--- src/rtl/i2cbe_pkg.sv ---
package i2cbe_pkg;

    localparam int BYTE_W = 8;

    typedef enum logic [2:0] {
        OP_INIT  = 3'd0,
        OP_START = 3'd1,
        OP_STOP  = 3'd2,
        OP_WRITE = 3'd3,
        OP_READ  = 3'd4
    } op_e;

    localparam logic [2:0] OP_LAST = 3'd4;

    typedef enum logic [4:0] {
        S_IDLE,
        S_INIT_WAIT,
        S_INIT_LO,
        S_INIT_HI,
        S_START_A,
        S_START_B,
        S_STOP_A,
        S_STOP_B,
        S_STOP_C,
        S_WR_LO,
        S_WR_HI,
        S_WR_ACKLO,
        S_WR_ACKHI,
        S_RD_PRE,
        S_RD_LO,
        S_RD_HI,
        S_RD_ACKLO,
        S_RD_ACKHI
    } st_e;

    typedef struct packed {
        logic scl_oe;
        logic scl_o;
        logic sda_oe;
        logic sda_o;
    } pins_t;

    localparam pins_t PINS_RESET = '{scl_oe: 1'b0, scl_o: 1'b1, sda_oe: 1'b0, sda_o: 1'b0};

    // Line levels applied on entry to a phase; each phase then lasts its wait.
    function automatic pins_t enter_pins(input st_e s, input pins_t cur,
                                         input logic tx_bit, input logic ack_req);
        pins_t p;
        p = cur;
        case (s)
            S_INIT_WAIT: begin
                p.scl_oe = 1'b1;
                p.scl_o  = 1'b1;
                p.sda_o  = 1'b0;
                p.sda_oe = 1'b0;
            end
            S_INIT_LO:  p.scl_o = 1'b0;
            S_INIT_HI:  p.scl_o = 1'b1;
            S_START_A:  p.scl_o = 1'b1;
            S_START_B:  p.sda_oe = 1'b1;
            S_STOP_A:   p.scl_o = 1'b0;
            S_STOP_B: begin
                p.sda_oe = 1'b1;
                p.scl_o  = 1'b1;
            end
            S_STOP_C:   p.sda_oe = 1'b0;
            S_WR_LO: begin
                p.scl_o  = 1'b0;
                p.sda_oe = ~tx_bit;
            end
            S_WR_HI:    p.scl_o = 1'b1;
            S_WR_ACKLO: p.scl_o = 1'b0;
            S_WR_ACKHI: begin
                p.sda_oe = 1'b0;
                p.scl_o  = 1'b1;
            end
            S_RD_PRE:   p.scl_o = 1'b0;
            S_RD_LO: begin
                p.scl_o  = 1'b0;
                p.sda_oe = 1'b0;
            end
            S_RD_HI:    p.scl_o = 1'b1;
            S_RD_ACKLO: begin
                p.scl_o  = 1'b0;
                p.sda_oe = ack_req;
            end
            S_RD_ACKHI: p.scl_o = 1'b1;
            default:    p = cur;
        endcase
        return p;
    endfunction

    function automatic logic op_known(input logic [2:0] op);
        return op <= OP_LAST;
    endfunction

endpackage

--- src/rtl/i2cbe_halfper.sv ---
module i2cbe_halfper #(
    parameter int CNT_W = 4
) (
    input  logic             clk,
    input  logic             rst,
    input  logic             load,
    input  logic [CNT_W-1:0] load_val,
    output logic             expire
);
    logic [CNT_W-1:0] cnt;

    always_ff @(posedge clk) begin
        if (rst) begin
            cnt <= '0;
        end else if (load) begin
            cnt <= load_val;
        end else if (cnt != '0) begin
            cnt <= cnt - 1'b1;
        end
    end

    assign expire = (cnt == '0);
endmodule

--- src/rtl/i2cbe_shreg.sv ---
module i2cbe_shreg #(
    parameter int W = 8
) (
    input  logic         clk,
    input  logic         rst,
    input  logic         load,
    input  logic [W-1:0] load_data,
    input  logic         shift,
    input  logic         shift_in,
    output logic [W-1:0] q,
    output logic         last
);
    localparam int CW = (W > 1) ? $clog2(W) : 1;
    localparam logic [CW-1:0] LAST_IDX = CW'(W - 1);

    logic [CW-1:0] cnt;

    always_ff @(posedge clk) begin
        if (rst) begin
            q   <= '0;
            cnt <= '0;
        end else if (load) begin
            q   <= load_data;
            cnt <= '0;
        end else if (shift) begin
            q   <= {q[W-2:0], shift_in};
            cnt <= (cnt == LAST_IDX) ? '0 : cnt + 1'b1;
        end
    end

    assign last = (cnt == LAST_IDX);
endmodule

--- src/rtl/i2cbe_seq.sv ---
module i2cbe_seq
    import i2cbe_pkg::*;
#(
    parameter int HALF_CYCLES = 250,
    parameter int CNT_W       = 9
) (
    input  logic              clk,
    input  logic              rst,
    input  logic              cmd_valid,
    input  logic [2:0]        cmd_op,
    input  logic [BYTE_W-1:0] cmd_wdata,
    input  logic              cmd_ack,
    input  logic              sda_in,
    input  logic              expire,
    input  logic [BYTE_W-1:0] sh_q,
    input  logic              sh_last,
    output logic              tm_load,
    output logic [CNT_W-1:0]  tm_val,
    output logic              sh_load,
    output logic [BYTE_W-1:0] sh_data,
    output logic              sh_shift,
    output pins_t             pins,
    output logic              busy,
    output logic              done,
    output logic [BYTE_W-1:0] rdata,
    output logic              acked,
    output logic              stuck
);
    localparam logic [CNT_W-1:0] ONE_HALF = CNT_W'(HALF_CYCLES - 1);
    localparam logic [CNT_W-1:0] TWO_HALF = CNT_W'(2 * HALF_CYCLES - 1);

    st_e  st, ns;
    logic txb, fin, err_set, err_val, ack_set, ack_val, rd_set, ack_q;

    always_comb begin
        ns       = st;
        tm_load  = 1'b0;
        tm_val   = ONE_HALF;
        sh_load  = 1'b0;
        sh_data  = cmd_wdata;
        sh_shift = 1'b0;
        txb      = sh_q[BYTE_W-2];
        fin      = 1'b0;
        err_set  = 1'b0;
        err_val  = 1'b0;
        ack_set  = 1'b0;
        ack_val  = 1'b0;
        rd_set   = 1'b0;
        if (st == S_IDLE) begin
            if (cmd_valid) begin
                case (cmd_op)
                    OP_INIT: begin
                        ns     = S_INIT_WAIT;
                        tm_val = TWO_HALF;
                    end
                    OP_START: ns = S_START_A;
                    OP_STOP:  ns = S_STOP_A;
                    OP_WRITE: begin
                        ns      = S_WR_LO;
                        sh_load = 1'b1;
                        txb     = cmd_wdata[BYTE_W-1];
                    end
                    OP_READ: begin
                        ns      = S_RD_PRE;
                        sh_load = 1'b1;
                        sh_data = '0;
                    end
                    default: ns = S_IDLE;
                endcase
                tm_load = (ns != S_IDLE);
            end
        end else if (expire) begin
            tm_load = 1'b1;
            case (st)
                S_INIT_WAIT: begin
                    if (sda_in) begin
                        fin     = 1'b1;
                        err_set = 1'b1;
                        err_val = 1'b0;
                    end else begin
                        ns      = S_INIT_LO;
                        sh_load = 1'b1;
                    end
                end
                S_INIT_LO: ns = S_INIT_HI;
                S_INIT_HI: begin
                    if (sh_last) begin
                        fin     = 1'b1;
                        err_set = 1'b1;
                        err_val = ~sda_in;
                    end else begin
                        sh_shift = 1'b1;
                        ns       = S_INIT_LO;
                    end
                end
                S_START_A: ns = S_START_B;
                S_START_B: fin = 1'b1;
                S_STOP_A:  ns = S_STOP_B;
                S_STOP_B:  ns = S_STOP_C;
                S_STOP_C:  fin = 1'b1;
                S_WR_LO:   ns = S_WR_HI;
                S_WR_HI: begin
                    if (sh_last) begin
                        ns = S_WR_ACKLO;
                    end else begin
                        sh_shift = 1'b1;
                        ns       = S_WR_LO;
                    end
                end
                S_WR_ACKLO: ns = S_WR_ACKHI;
                S_WR_ACKHI: begin
                    fin     = 1'b1;
                    ack_set = 1'b1;
                    ack_val = ~sda_in;
                end
                S_RD_PRE: ns = S_RD_LO;
                S_RD_LO:  ns = S_RD_HI;
                S_RD_HI: begin
                    sh_shift = 1'b1;
                    ns       = sh_last ? S_RD_ACKLO : S_RD_LO;
                end
                S_RD_ACKLO: ns = S_RD_ACKHI;
                S_RD_ACKHI: begin
                    fin    = 1'b1;
                    rd_set = 1'b1;
                end
                default: fin = 1'b1;
            endcase
            if (fin) begin
                ns      = S_IDLE;
                tm_load = 1'b0;
            end
        end
    end

    always_ff @(posedge clk) begin
        if (rst) begin
            st    <= S_IDLE;
            pins  <= PINS_RESET;
            done  <= 1'b0;
            rdata <= '0;
            acked <= 1'b0;
            stuck <= 1'b0;
            ack_q <= 1'b0;
        end else begin
            st   <= ns;
            done <= fin;
            if (ns != st) begin
                pins <= enter_pins(ns, pins, txb, ack_q);
            end
            if (st == S_IDLE && cmd_valid && cmd_op == OP_READ) begin
                ack_q <= cmd_ack;
            end
            if (err_set) stuck <= err_val;
            if (ack_set) acked <= ack_val;
            if (rd_set)  rdata <= sh_q;
        end
    end

    assign busy = (st != S_IDLE);
endmodule

--- src/rtl/i2c_bit_engine.sv ---
module i2c_bit_engine
    import i2cbe_pkg::*;
#(
    parameter int HALF_CYCLES = 250
) (
    input  logic              clk,
    input  logic              rst,
    input  logic              cmd_valid,
    input  logic [2:0]        cmd_op,
    input  logic [BYTE_W-1:0] cmd_wdata,
    input  logic              cmd_ack,
    output logic              busy,
    output logic              done,
    output logic [BYTE_W-1:0] rd_data,
    output logic              wr_acked,
    output logic              bus_stuck,
    output logic              scl_oe,
    output logic              scl_o,
    output logic              sda_oe,
    output logic              sda_o,
    input  logic              sda_i
);
    localparam int CNT_W = $clog2(2 * HALF_CYCLES) + 1;

    logic              tm_load, expire, sh_load, sh_shift, sh_last;
    logic [CNT_W-1:0]  tm_val;
    logic [BYTE_W-1:0] sh_data, sh_q;
    pins_t             pins;

    i2cbe_halfper #(.CNT_W(CNT_W)) u_timer (
        .clk      (clk),
        .rst      (rst),
        .load     (tm_load),
        .load_val (tm_val),
        .expire   (expire)
    );

    i2cbe_shreg #(.W(BYTE_W)) u_shreg (
        .clk       (clk),
        .rst       (rst),
        .load      (sh_load),
        .load_data (sh_data),
        .shift     (sh_shift),
        .shift_in  (sda_i),
        .q         (sh_q),
        .last      (sh_last)
    );

    i2cbe_seq #(.HALF_CYCLES(HALF_CYCLES), .CNT_W(CNT_W)) u_seq (
        .clk       (clk),
        .rst       (rst),
        .cmd_valid (cmd_valid),
        .cmd_op    (cmd_op),
        .cmd_wdata (cmd_wdata),
        .cmd_ack   (cmd_ack),
        .sda_in    (sda_i),
        .expire    (expire),
        .sh_q      (sh_q),
        .sh_last   (sh_last),
        .tm_load   (tm_load),
        .tm_val    (tm_val),
        .sh_load   (sh_load),
        .sh_data   (sh_data),
        .sh_shift  (sh_shift),
        .pins      (pins),
        .busy      (busy),
        .done      (done),
        .rdata     (rd_data),
        .acked     (wr_acked),
        .stuck     (bus_stuck)
    );

    assign scl_oe = pins.scl_oe;
    assign scl_o  = pins.scl_o;
    assign sda_oe = pins.sda_oe;
    assign sda_o  = pins.sda_o;
endmodule

--- config.mk ---
export PLATFORM = sky130hd
export DESIGN_NAME = i2c_bit_engine
export DESIGN_NICKNAME = d
export VERILOG_FILES = /design/src/rtl/i2cbe_pkg.sv /design/src/rtl/i2cbe_halfper.sv /design/src/rtl/i2cbe_shreg.sv /design/src/rtl/i2cbe_seq.sv /design/src/rtl/i2c_bit_engine.sv
export SDC_FILE = /design/constraint.sdc
export NUM_CORES = 1
export LEC_CHECK = 0
export ABC_AREA = 1
export BUFFER_PORTS_ARGS = -buffer_cell sky130_fd_sc_hd__buf_4
export CORE_MARGIN = 4
export CORE_UTILIZATION = 59
export DETAILED_ROUTE_END_ITERATION = 12
export PLACE_DENSITY = 0.8
export REMOVE_ABC_BUFFERS = 1
export SYNTH_ARGS = -nofsm -noshare
export SYNTH_HDL_FRONTEND = slang
export SYNTH_HIERARCHICAL = 1
export SYNTH_SLANG_ARGS = --single-unit
--- constraint.sdc ---
create_clock -name clk -period 3.1 [get_ports clk]
set_clock_uncertainty 0.1 [all_clocks]
set_input_delay 0.155 -clock clk [delete_from_list [all_inputs] [get_ports clk]]
set_output_delay 0.155 -clock clk [all_outputs]
set_load 0.02 [all_outputs]
Word level (Yosys, flattened, before mapping)
Cells that the tools add are included.
Cells by class
  add/subtract/negate cells: 2
  eq/ne operators: 38
  multiplexer cells: 63
  bitwise operators: 3
  reduce and logical (&&, ||, !) cells: 24
Operators by type and width (count)
  $eq 5x4->1 const B: 15
  $pmux 5 s13: 1
  $mux 5: 9
  $mux 10: 4
  $mux 8: 5
  $eq 5x3->1 const B: 7
  $mux 1: 35
  $eq 5x2->1 const B: 4
  $eq 5x5->1 const B: 4
  $pmux 4 s5: 1
  $reduce_or 11->1: 1
  $eq 5x1->1 const B: 2
  $logic_not 10->1: 1
  $reduce_bool 10->1: 1
  $reduce_bool 5->1: 2
  $sub 10x1->10 const B: 1
  $mux 9: 1
  $reduce_or 2->1: 4
  $reduce_or 8->1: 1
  $reduce_or 7->1: 1
  $eq 3x2->1 const B: 2
  $eq 3x3->1 const B: 2
  $pmux 1 s2: 3
  $reduce_and 2->1: 3
  15 further kinds: 20
Word-level totals
  flip-flop bits (word level): 41
  input bits: 16
  output and inout bits: 16
  logic and storage cells: 142

Longest topological paths before layout
Gate-level depths: netlist of run 1.
  depth after elaboration: 12
  depth in mapped cells: 20
  depth with buffers taken out: 19

By module
The synthesis of run 1 kept the hierarchy.
Modules (own cells, without submodules)
  i2cbe_seq: instances 1, cells each 288, area an instance 1875.5 um^2, seq. area each 400.4 um^2
  i2cbe_halfper: instances 1, cells each 122, area an instance 716.9 um^2, seq. area each 200.2 um^2
  i2cbe_shreg: instances 1, cells each 79, area an instance 529.3 um^2, seq. area each 220.2 um^2

Least setup slack after synthesis of run 1
Ideal clock, no wire load.
  path kind: reg2reg
  start: reg u_timer.cnt[0]
  end: reg u_seq/pins[2] (netlist name)
  library setup time: 0.119 ns
  arrival time: 2.412 ns
  required time: 2.881 ns
  setup slack: 0.469 ns
  cell stages (with the launch flop): 19
  path buffers: 1
  period minus slack after synthesis: 2.631 ns
  path through: dfxtp_1 inv_1 ha_1 nand2_1 nor2_1 nand2_1 nor3_1 buf_6 clkinv_1 o21ai_2 inv_2 a21oi_2 nand4_1 nor2_1 nor2_1 nand2_1 nand2_1 nand2_1 nand3_1
Between the ends
  cells in the longest elaborated chain, start to end: 7
  elaborated cells between the ends (all ways): 24
  classes of those cells: eq/ne: 16; mux: 3; reduce/logical: 5
RTL lines
  start: declaration: line i2cbe_halfper.sv:10  | logic [CNT_W-1:0] cnt;
  start signal: assignment: line i2cbe_halfper.sv:16  | cnt <= load_val;
  start signal: assignment: line i2cbe_halfper.sv:18  | cnt <= cnt - 1'b1;
  $logic_not 10->1 *: line i2cbe_halfper.sv:22  | assign expire = (cnt == '0);
  net expire: line i2c_bit_engine.sv:25  | logic tm_load, expire, sh_load, sh_shift, sh_last;
  $mux 5 *: line i2cbe_seq.sv:72  | end else if (expire) begin
  $mux 5 *: line i2cbe_seq.sv:49  | if (st == S_IDLE) begin
  $eq 5x2->1 (tied with other cells): line i2cbe_pkg.sv:50  | case (s)
  $reduce_or 8->1 (no line) or $reduce_or 7->1 (tied branches)
  $reduce_bool 2->1 (no line)
  $reduce_and 2->1 (no line)
Mark *: on every way through the listed nets, which the timed path passes. The rest lies on a longest branch.
A chain may end at the register's enable or synchronous reset.

Final worst setup path of run 1
  start: reg u_timer.cnt[0]
  end: reg u_seq/pins[1] (netlist name)
Between the ends
  cells in the longest elaborated chain, start to end: 7
  elaborated cells between the ends (all ways): 17
  classes of those cells: eq/ne: 9; mux: 3; reduce/logical: 5
RTL lines (line)
  $logic_not 10->1 *: i2cbe_halfper.sv:22
  net expire: i2c_bit_engine.sv:25
  $mux 5 *: i2cbe_seq.sv:72
  $mux 5 *: i2cbe_seq.sv:49
  $eq 5x4->1 (tied with other cells): i2cbe_pkg.sv:50
  $reduce_or 4->1 (no line) or $reduce_or 2->1 (tied branches)
  $reduce_bool 4->1 (no line)
  $reduce_and 2->1 (no line)
Marks and branches as above.

==> impl_metrics.py, run 1 <==
metrics = {
    "global_route": {
        "grt-ovfl-total": 0,
        "first_global_vias": 2752,
        "met3_usage_pct": 5.32,
        "grt-busiest-layer": "met2",
        "antenna_found_initial": 0,
        "met2_usage_pct": 39.5,
        "grt_max_degree": 19,
        "grt_pass1_wl_um": 12500,
        "gr-usage-met1_pct": 30.9,
        "grt_usage_pct": 24.0,
    },
    "timing": {
        "slew_headroom_pct": 52.5,
        "fin_crit_sh_pct": 88.9,
        "rsz0062_at_grt": "no",
        "final-hold-violation-count": 0,
        "layout_min_cycle_time_ps": 2760,
        "fmax_mhz": 363,
        "maxSlewViolCount": 0,
        "worst_slew_pin_slew_ps": 711,
        "finalSetupViolCount": 0,
    },
    "clocking": {
        "clkSinkCount": 41,
        "clkTransAtPathRegs_ps": 80,
        "htree_levels": 2,
        "cts_tree": "built",
        "hold_buffers": 0,
        "cts_root_buffer": "clkbuf_8",
        "cts-buffers-inserted": 5,
        "clk_path_buf_depth": 2,
        "worstSkewPairLatency_ps": 290,
    },
    "min_path": {
        "hp-class": "input port to flip-flop",
    },
    "synthesis": {
        "synth_top_area_cell": "dfxtp_1",
        "async_flop_share_pct": 0,
        "synth_area_leaders": "dfxtp_1, nand2_1, nor2_1",
        "synth-edff-count": 0,
        "synth_ff_type": "dfxtp_1",
        "yosys_warnings": 6,
        "postSynthCellCount": 489,
        "synth-seq-cells": 41,
        "synth_cell_types": 35,
        "seq_area_frac_synth_pct": 26.3,
        "synth_top_area_share_pct": 26.3,
        "synth_area_per_cell_um2": 6.38,
        "netlist_area_um2": 3120,
    },
    "floorplanning": {
        "die_area_um2": 6520,
        "die_x_um": 80.7,
        "die_y_um": 80.7,
        "start_util_pct": 61.1,
        "std_cell_rows": 26,
        "ioPinCount": 32,
        "coreArea_um2": 5110,
    },
    "worst_setup_path": {
        "rrSetupSlack_ps": 340,
        "crit_type": "flip-flop to flip-flop",
        "startpoint_type": "flip-flop",
        "worstSetupEndpointType": "flip-flop",
        "required_ps": 3190,
        "crit_fanout": 9,
        "crit_arrival_ps": 2850,
    },
    "finish": {
        "drive_above_1_share_pct": 21.5,
        "final_cell_mix": "nand2_1, nor2_1, inv_1, nand3_1, dfxtp_1",
        "utilization_pct": 66.8,
        "diodes": 0,
        "fin_nets": 534,
        "layout_commonest_cell": "nand2_1",
        "syn_to_final_growth_pct": 9.30,
        "fill_cells": 475,
    },
    "power_and_ir_drop": {
        "total_power_uw": 3440,
        "power.density_nw_per_um2": 1010,
        "p_leak_uw": 0.00171,
        "peakVddDrop_uv": 601,
    },
    "drt": {
        "wl_per_cell_um": 12.5,
        "routed_wirelength_um": 7340,
        "vias": 3033,
        "drt_iter0_drc": 230,
        "remaining_drc_errors": 0,
        "routed_via_density": 5.18,
        "ant_nets": 0,
        "firstDrtPassIters": 5,
    },
    "placed_design": {
        "routabilityCongestion": 0.952,
        "io_buffers": 30,
        "dpl.hpwl_um": 5540,
    },
    "run": {
        "max_cap_violations": 0,
    },
    "outcome": {
        "status": "finished clean",
    },
}
-- area by class of cell --
| cell class | count | area (µm²) | area share, % |
|---|---|---|---|
| timing repair buffer | 34 | 255 | 7.48 |
| sequential | 41 | 821 | 24.1 |
| tap | 70 | 87.6 | 2.57 |
| inverter | 77 | 295 | 8.65 |
| clock inverter | 2 | 38.8 | 1.14 |
| clock buffer | 6 | 72.6 | 2.13 |
| multi-input combinational | 356 | 1840 | 54.0 |
-- synthesized netlist by cell type (4+ instances only) --
| master | count |
|---|---|
| nand4_1 | 12 |
| o21ai_2 | 4 |
| nor2_1 | 72 |
| nand2_2 | 15 |
| nand3_1 | 48 |
| nand3_4 | 4 |
| nand3_2 | 5 |
| buf_6 | 5 |
| nor2_4 | 10 |
| inv_1 | 63 |
| nor2_2 | 7 |
| o21ai_0 | 21 |
| buf_4 | 12 |
| o21ai_1 | 5 |
| nand2_1 | 107 |
| a21oi_1 | 17 |
| dfxtp_1 | 41 |
| nand2_4 | 5 |
| inv_2 | 11 |
-- power breakdown --
part	leakage, µW	internal [µW]	switching (µW)
Combinational	0.00132	751	1470
Sequential	0.000334	634	149
Clock	0.0000554	242	193
-- kinds of logic (layout without fill, tap and decap cells) --
group           Yosys count  in the layout  share of synthesized area (%)
compound gates           51             51                           9.02
xor+xnor                  2              2                          0.561
fa+ha+maj                 3              3                           1.20
buf+inv                  98            119                           15.6
flops                    41             41                           26.3
other cells               2              8                          0.241
simple gates            292            292                           47.1
-- through the flow --
| stage | hold slack (ps) | area, µm² | setup TNS [ps] | setup slack [ps] | std cells |
|---|---|---|---|---|---|
| floorplan | 124 | 2950 | -4110 | -506 | 474 |
| global placement | 328 | 3300 | 0 | 393 | 578 |
| detailed placement | 329 | 3300 | 0 | 294 | 578 |
| CTS | 33.4 | 3410 | 0 | 280 | 586 |
| global route | 44.5 | 3410 | 0 | 47.3 | 586 |
| finish | 33.1 | 3410 | 0 | 344 | 586 |
-- path summary, 6_finish.rpt --
path,from,end,cells after the start
setup / recovery,u_timer/cnt[0]$_SDFFE_PP0P_,u_seq/pins[1]$_SDFFE_PP0P_,17
hold / removal,cmd_ack,u_seq/ack_q$_SDFFE_PP0P_,3
setup reg to reg,u_timer/cnt[0]$_SDFFE_PP0P_,u_seq/pins[1]$_SDFFE_PP0P_,17
hold reg to reg,u_seq/rdata[3]$_SDFFE_PP0P_,u_seq/rdata[3]$_SDFFE_PP0P_,2
-- critical path, cell delays in order, from the launching register on --
cell and delay (ps):
dfxtp_1 330, inv_1 120, ha_1 290, nand2_1 80
nor2_1 100, nand2_1 80, nor3_2 170, buf_4 210
nand4_1 100, o21ai_1 200, nand2_2 170, xor2_1 180
inv_1 110, nand4_4 140, nand2_1 90, nand2_1 50
nor2_1 90, nor2_1 50
-- layer usage --
metal	part of all wire (%)	routed length [µm]	vias up
met5	0	0	-
met4	2.4	174	0
met3	7.1	522	21
met2	47	3440	107
met1	44	3200	1331
li1	-	-	1574
-- sequential cells by signal (all words and copies together), names as in the netlist --
name         flops
u_timer/cnt     10
u_seq/rdata      8
u_shreg/q        8
u_seq/st         5
u_seq/pins       3
u_shreg/cnt      3
u_seq/ack_q      1
u_seq/acked      1
u_seq/done       1
u_seq/stuck      1
-- repair_timing --
action,CTS,global route
endpoints found under the setup margin,0,2
buffers inserted,0,0
resized for setup,0,2
(Power assumes the default switching activity.)
==> inputs of run 2 (changes only) <==
--- a/config.mk
+++ b/config.mk
@@ -7,6 +7,7 @@
 export LEC_CHECK = 0
 export ABC_AREA = 1
 export BUFFER_PORTS_ARGS = -buffer_cell sky130_fd_sc_hd__buf_4
+export CORE_ASPECT_RATIO = 1.25
 export CORE_MARGIN = 4
 export CORE_UTILIZATION = 59
 export DETAILED_ROUTE_END_ITERATION = 12
==> run 2 against run 1 <==
Effect of this change: combinational power about the same; register-to-register slack got worse by 50 ps; sequential share of layout area decreased by 0.15 points; global-route usage increased by 0.098 points; cell area increased by 0.62%; flip-flop and latch count unchanged; critical path type unchanged.
==> impl_metrics.py, run 2 (synthesized netlist as in run 1, its figures left out) <==
metrics = {
    "outcome": {
        "status": "finished clean",
    },
    "timing": {
        "fmax_mhz": 356,
        "layout_min_cycle_time_ps": 2810,
        "final-hold-violation-count": 0,
        "fin_crit_sh_pct": 90.6,
        "maxSlewViolCount": 0,
        "setup_slack_ps": 293,
        "rsz0062_at_grt": "no",
        "finalSetupViolCount": 0,
        "worst_slew_pin_slew_ps": 582,
        "slew_headroom_pct": 61.1,
    },
    "min_path": {
        "hold_depth": 2,
        "hp-class": "input port to flip-flop",
        "hp-start": "rst",
    },
    "global_route": {
        "grt_usage_pct": 24.1,
        "grt-ovfl-total": 0,
        "gr-usage-met1_pct": 25.8,
        "met3_usage_pct": 3.71,
        "grt_max_degree": 19,
        "met2_usage_pct": 45.4,
        "grt_pass1_wl_um": 12500,
        "first_global_vias": 2987,
        "grt-busiest-layer": "met2",
        "antenna_found_initial": 0,
    },
    "clocking": {
        "cts_tree": "built",
        "cts_root_buffer": "clkbuf_8",
        "htree_levels": 2,
        "postCtsSetupBuffers": 0,
        "worstSkewPairLatency_ps": 300,
        "clkSinkCount": 41,
        "clkTransAtPathRegs_ps": 90,
        "cts-buffers-inserted": 5,
        "clk_path_buf_depth": 2,
    },
    "power_and_ir_drop": {
        "sw_frac_of_total_pct": 51.8,
        "p_int_uw": 1710,
        "power.density_nw_per_um2": 1030,
        "power_frac_clock_pct": 14.9,
        "p_comb_share_pct": 63.1,
        "total_power_uw": 3550,
        "p_leak_uw": 0.00172,
        "p_seq_share_pct": 22.1,
        "peakVddDrop_uv": 483,
        "power.switching_uw": 1840,
    },
    "worst_setup_path": {
        "crit_fanout": 9,
        "required_ps": 3200,
        "worstSetupEndpointType": "flip-flop",
        "crit_type": "flip-flop to flip-flop",
        "crit_arrival_ps": 2910,
        "rr_worst_depth": 17,
        "startpoint_type": "flip-flop",
        "startpoint": "u_timer/cnt[0]$_SDFFE_PP0P_",
        "r2r-start": "u_timer/cnt[0]$_SDFFE_PP0P_",
    },
    "placed_design": {
        "routabilityCongestion": 0.963,
        "io_buffers": 30,
        "place_ws_ps": 300,
        "place_area_um2": 3290,
        "dpl.hpwl_um": 5730,
    },
    "drt": {
        "wl_per_cell_um": 13.0,
        "vias": 3057,
        "remaining_drc_errors": 0,
        "ant_nets": 0,
        "firstDrtPassIters": 4,
        "routed_via_density": 5.28,
        "routed_wirelength_um": 7510,
        "drt_iter0_drc": 203,
    },
    "finish": {
        "top_register": "u_timer/cnt",
        "fin_nets": 535,
        "largest_reg_flops": 10,
        "drive_above_1_share_pct": 21.5,
        "largestRegisters": "u_timer/cnt x10, u_seq/rdata x8, u_shreg/q x8",
        "final_cell_mix": "nand2_1, nor2_1, inv_1, nand3_1, dfxtp_1",
        "diodes": 0,
        "syn_to_final_growth_pct": 9.98,
        "final_area_um2": 3430,
        "layout_commonest_cell": "nand2_1",
    },
    "floorplanning": {
        "std_cell_rows": 29,
        "die_area_um2": 6530,
        "die_y_um": 89.3,
        "ioPinCount": 32,
        "die_x_um": 73.1,
        "coreArea_um2": 5120,
        "start_util_pct": 61.0,
    },
    "run": {
        "max_cap_violations": 0,
    },
}
## run 2: area by class of cell
type	count	area (µm²)
multi-input combinational	356	1840
fill	483	1680
sequential	41	821
inverter	77	295
timing repair buffer	35	265
tap	62	77.6
clock buffer	5	68.8
clock inverter	3	68.8
## run 2: final timing paths
check	to	slack, ps
max	u_seq/pins[1]$_SDFFE_PP0P_	290
min	u_timer/cnt[2]$_SDFFE_PP0P_	90
max reg2reg	u_seq/pins[1]$_SDFFE_PP0P_	290
min reg2reg	u_seq/rdata[7]$_SDFFE_PP0P_	350
## run 2: critical path: stages (launching register included)
cell and delay, ps:
dfxtp_1 330, inv_1 110, ha_1 280, nand2_1 80
nor2_1 100, nand2_1 70, nor3_1 250, buf_4 240
nand4_1 90, o21ai_1 180, nand2_2 180, xor2_1 170
inv_1 100, nand4_4 140, nand2_1 90, nand2_1 50
nor2_1 90, nor2_1 50
## run 2: power by group through the flow
stage / Clock, µW / Combinational [µW] / Sequential, µW
after global routing: 563 / 2500 / 795
after detailed placement: 0 / 2190 / 793
after CTS: 542 / 2220 / 780
after global placement: 0 / 2180 / 790
final: 527 / 2240 / 783
after floorplan: 0 / 1740 / 766
## run 2: timing repair
item / CTS / global route
setup endpoints to repair: 0 / 2
endpoints found under the hold margin: 1 / 0
resized for setup: 0 / 1
hold buffers: 1 / 0
## run 2: metal layers
layer | vias to the layer above | wire length [µm]
li1 | 1565 | -
met1 | 1389 | 2900
met2 | 80 | 4040
met3 | 23 | 363
met4 | 0 | 208
met5 | - | 0
## run 2: per-stage QoR
stage / hold WS (ps) / cells / utilization [%] / TNS (ps)
floorplan: 124 / 474 / - / -4110
global placement: 290 / 570 / 64.2 / 0
detailed placement: 299 / 570 / 64.2 / 0
CTS: 89.8 / 579 / 67.1 / 0
global route: 109 / 579 / 67.1 / 0
finish: 94.9 / 579 / 67.1 / 0
==> inputs of run 3 (changes only) <==
--- a/config.mk
+++ b/config.mk
@@ -9,11 +9,10 @@
 export BUFFER_PORTS_ARGS = -buffer_cell sky130_fd_sc_hd__buf_4
 export CORE_ASPECT_RATIO = 1.25
 export CORE_MARGIN = 4
-export CORE_UTILIZATION = 59
+export CORE_UTILIZATION = 58
 export DETAILED_ROUTE_END_ITERATION = 12
 export PLACE_DENSITY = 0.8
 export REMOVE_ABC_BUFFERS = 1
 export SYNTH_ARGS = -nofsm -noshare
 export SYNTH_HDL_FRONTEND = slang
-export SYNTH_HIERARCHICAL = 1
 export SYNTH_SLANG_ARGS = --single-unit
==> run 3 against run 2 <==
Effect of this change: hold slack worse by 37 ps; sequential power is 6.3% lower; setup slack better by 290 ps; critical path type unchanged; highest routed layer unchanged.
==> impl_metrics.py, run 3 <==
metrics = {
    "outcome": {
        "status": "finished clean",
    },
    "worst_setup_path": {
        "max_stage_delay_ps": 320,
        "crit_family": "simple AND/OR/NAND/NOR gates",
        "worstSetupEndpointType": "flip-flop",
        "path_cells": "inv_1 > ha_1 > nand2_1 > nor3_1 > nand2_1 > o21ai_0 > nand2_1 > nand2_1 > nor2_1 > nand3_1 > nand2_1 > nor2_2 > nand2_1 > nand2_1 > nand2_1 > a21oi_2",
        "required_ps": 3230,
        "cp_slowest_cell": "dfxtp_1",
        "crit_fanout": 12,
        "crit_type": "flip-flop to flip-flop",
        "crit_arrival_ps": 2650,
        "path_buf_inv": 1,
        "path_common_cell": "nand2_1",
        "startpoint_type": "flip-flop",
    },
    "timing": {
        "rsz0062_at_grt": "no",
        "maxSlewViolCount": 0,
        "slew_headroom_pct": 41.0,
        "fmax_mhz": 398,
        "setup-tns-final_ps": 0,
        "finalSetupViolCount": 0,
        "worst_slew_pin_slew_ps": 878,
        "setup_slack_ps": 585,
        "fin_crit_sh_pct": 81.1,
        "final-hold-violation-count": 0,
        "layout_min_cycle_time_ps": 2510,
    },
    "placed_design": {
        "routabilityCongestion": 0.918,
        "io_buffers": 30,
        "dp_cells": 478,
        "dpl.hpwl_um": 4670,
        "place_ws_ps": 620,
    },
    "finish": {
        "largest_reg_flops": 10,
        "fin_nets": 450,
        "largestRegisters": "u_timer.cnt x10, u_seq.rdata x8, u_shreg.q x8",
        "top_register": "u_timer.cnt",
        "layout_commonest_cell": "nand2_1",
        "utilization_pct": 70.8,
        "final_cell_mix": "nand2_1, inv_1, nor2_1, dfxtp_1, nand3_1",
        "drive_above_1_share_pct": 18.1,
        "diodes": 0,
        "fill_cells": 368,
        "fin_cells": 488,
        "syn_to_final_growth_pct": 14.8,
    },
    "drt": {
        "firstDrtPassIters": 7,
        "routed_wirelength_um": 6250,
        "routed_via_density": 5.44,
        "vias": 2653,
        "drt_iter0_drc": 167,
        "wl_per_cell_um": 12.8,
        "ant_nets": 0,
        "remaining_drc_errors": 0,
    },
    "global_route": {
        "grt-ovfl-total": 0,
        "grt_pass1_wl_um": 10600,
        "antenna_found_initial": 0,
        "grt_usage_pct": 24.3,
        "grt_max_degree": 23,
        "first_global_vias": 2400,
    },
    "synthesis": {
        "synthAdderAreaFrac_pct": 1.45,
        "synth_ff_type": "dfxtp_1",
        "synth_top_area_cell": "dfxtp_1",
        "synth_top_family_by_area": "simple AND/OR/NAND/NOR gates",
        "yosys.area_share.simple_pct": 39.4,
        "netlist_area_um2": 2590,
        "async_flop_share_pct": 0,
        "synth_mux_area_share_pct": 0.387,
        "synth_cell_types": 37,
        "synth-edff-count": 0,
        "yosys_warnings": 0,
        "post-synth-top-count-cell": "nand2_1",
        "synth-seq-cells": 41,
        "synthXorXnorAreaFrac_pct": 1.69,
        "synth_area_leaders": "dfxtp_1, nand2_1, inv_1",
        "synth_compound_area_share_pct": 13.3,
        "synth_top_area_share_pct": 31.7,
        "postSynthCellCount": 401,
        "synthTopCellsByCount": "nand2_1, inv_1, nor2_1",
        "synth_area_per_cell_um2": 6.46,
        "seq_area_frac_synth_pct": 31.7,
    },
    "clocking": {
        "clk_path_buf_depth": 2,
        "htree_levels": 2,
        "cts-buffers-inserted": 5,
        "clkTransAtPathRegs_ps": 80,
        "cts_tree": "built",
        "ctsResizeCount": 0,
        "cts_root_buffer": "clkbuf_8",
        "clkSinkCount": 41,
        "worstSkewPairLatency_ps": 290,
    },
    "power_and_ir_drop": {
        "total_power_uw": 2840,
        "p_leak_uw": 0.00142,
        "power.density_nw_per_um2": 957,
        "peakVddDrop_uv": 445,
    },
    "floorplanning": {
        "ioPinCount": 32,
        "die_y_um": 82.7,
        "coreArea_um2": 4200,
        "die_x_um": 67.8,
        "start_util_pct": 61.7,
        "std_cell_rows": 26,
        "die_area_um2": 5600,
    },
    "run": {
        "max_cap_violations": 0,
    },
    "min_path": {
        "hp-class": "input port to flip-flop",
    },
}
-- run 3: repair_timing --
| action | CTS | global route |
|---|---|---|
| setup buffers | 0 | 0 |
| hold buffers | 2 | 0 |
| hold endpoints to repair | 2 | 0 |
-- run 3: per-stage QoR --
step,hold slack (ps),area [µm²]
after CTS,57.2,2970
after detailed placement,249,2840
final,58.3,2970
after global placement,244,2840
after global routing,45.5,2970
after floorplan,124,2520
-- run 3: layer usage --
metal / vias up / track usage, % / wire length [µm]
li1: 1358 / - / -
met1: 1195 / 29.1 / 2710
met2: 91 / 43.3 / 3090
met3: 9 / 4.74 / 378
met4: 0 / 6.69 / 64
met5: - / 0 / 0
-- run 3: worst reg2reg max path: cells and delay by family (launching register included) --
family | cells | cell delay, ps
DFF | 1 | 320
AOI/OAI and AO/OA | 2 | 350
buffers and inverters | 1 | 70
and+or+nand+nor | 12 | 1410
adders and majority gates | 1 | 180
-- run 3: layout make-up --
cell class	count	area, µm²	area share, %
inverter	63	236	7.95
clock inverter	1	30.0	1.01
timing repair buffer	35	268	9.01
tap	56	70.1	2.36
sequential	41	821	27.6
multi-input combinational	285	1460	49.2
clock buffer	7	86.3	2.90
-- run 3: worst paths after layout --
| path | from | endpoint | slack (ps) | depth (start not counted) |
|---|---|---|---|---|
| setup / recovery | u_timer.cnt[0]$_SDFFE_PP0P_ | u_seq.pins[1]$_SDFFE_PP0P_ | 590 | 16 |
| hold / removal | cmd_wdata[5] | u_shreg.q[5]$_SDFFE_PP0P_ | 60 | 3 |
| setup reg to reg | u_timer.cnt[0]$_SDFFE_PP0P_ | u_seq.pins[1]$_SDFFE_PP0P_ | 590 | 16 |
| hold reg to reg | u_seq.rdata[7]$_SDFFE_PP0P_ | u_seq.rdata[7]$_SDFFE_PP0P_ | 350 | 2 |
-- run 3: cell families (layout without fill, tap and decap cells) --
logic type	after synthesis	after routing
xor gates and xnor gates	5	5
muxes	1	1
other	1	1
AOI/OAI and AO/OA	61	61
adders and majority gates	3	3
and+or+nand+nor	214	214
buffers and inverters	75	106
DFF	41	41
-- run 3: report_power, final --
group          switching [µW]  internal, µW  total, µW
Combinational            1110           548       1660
Clock                     187           263        450
Sequential                103           631        734
Total                    1400          1440       2840
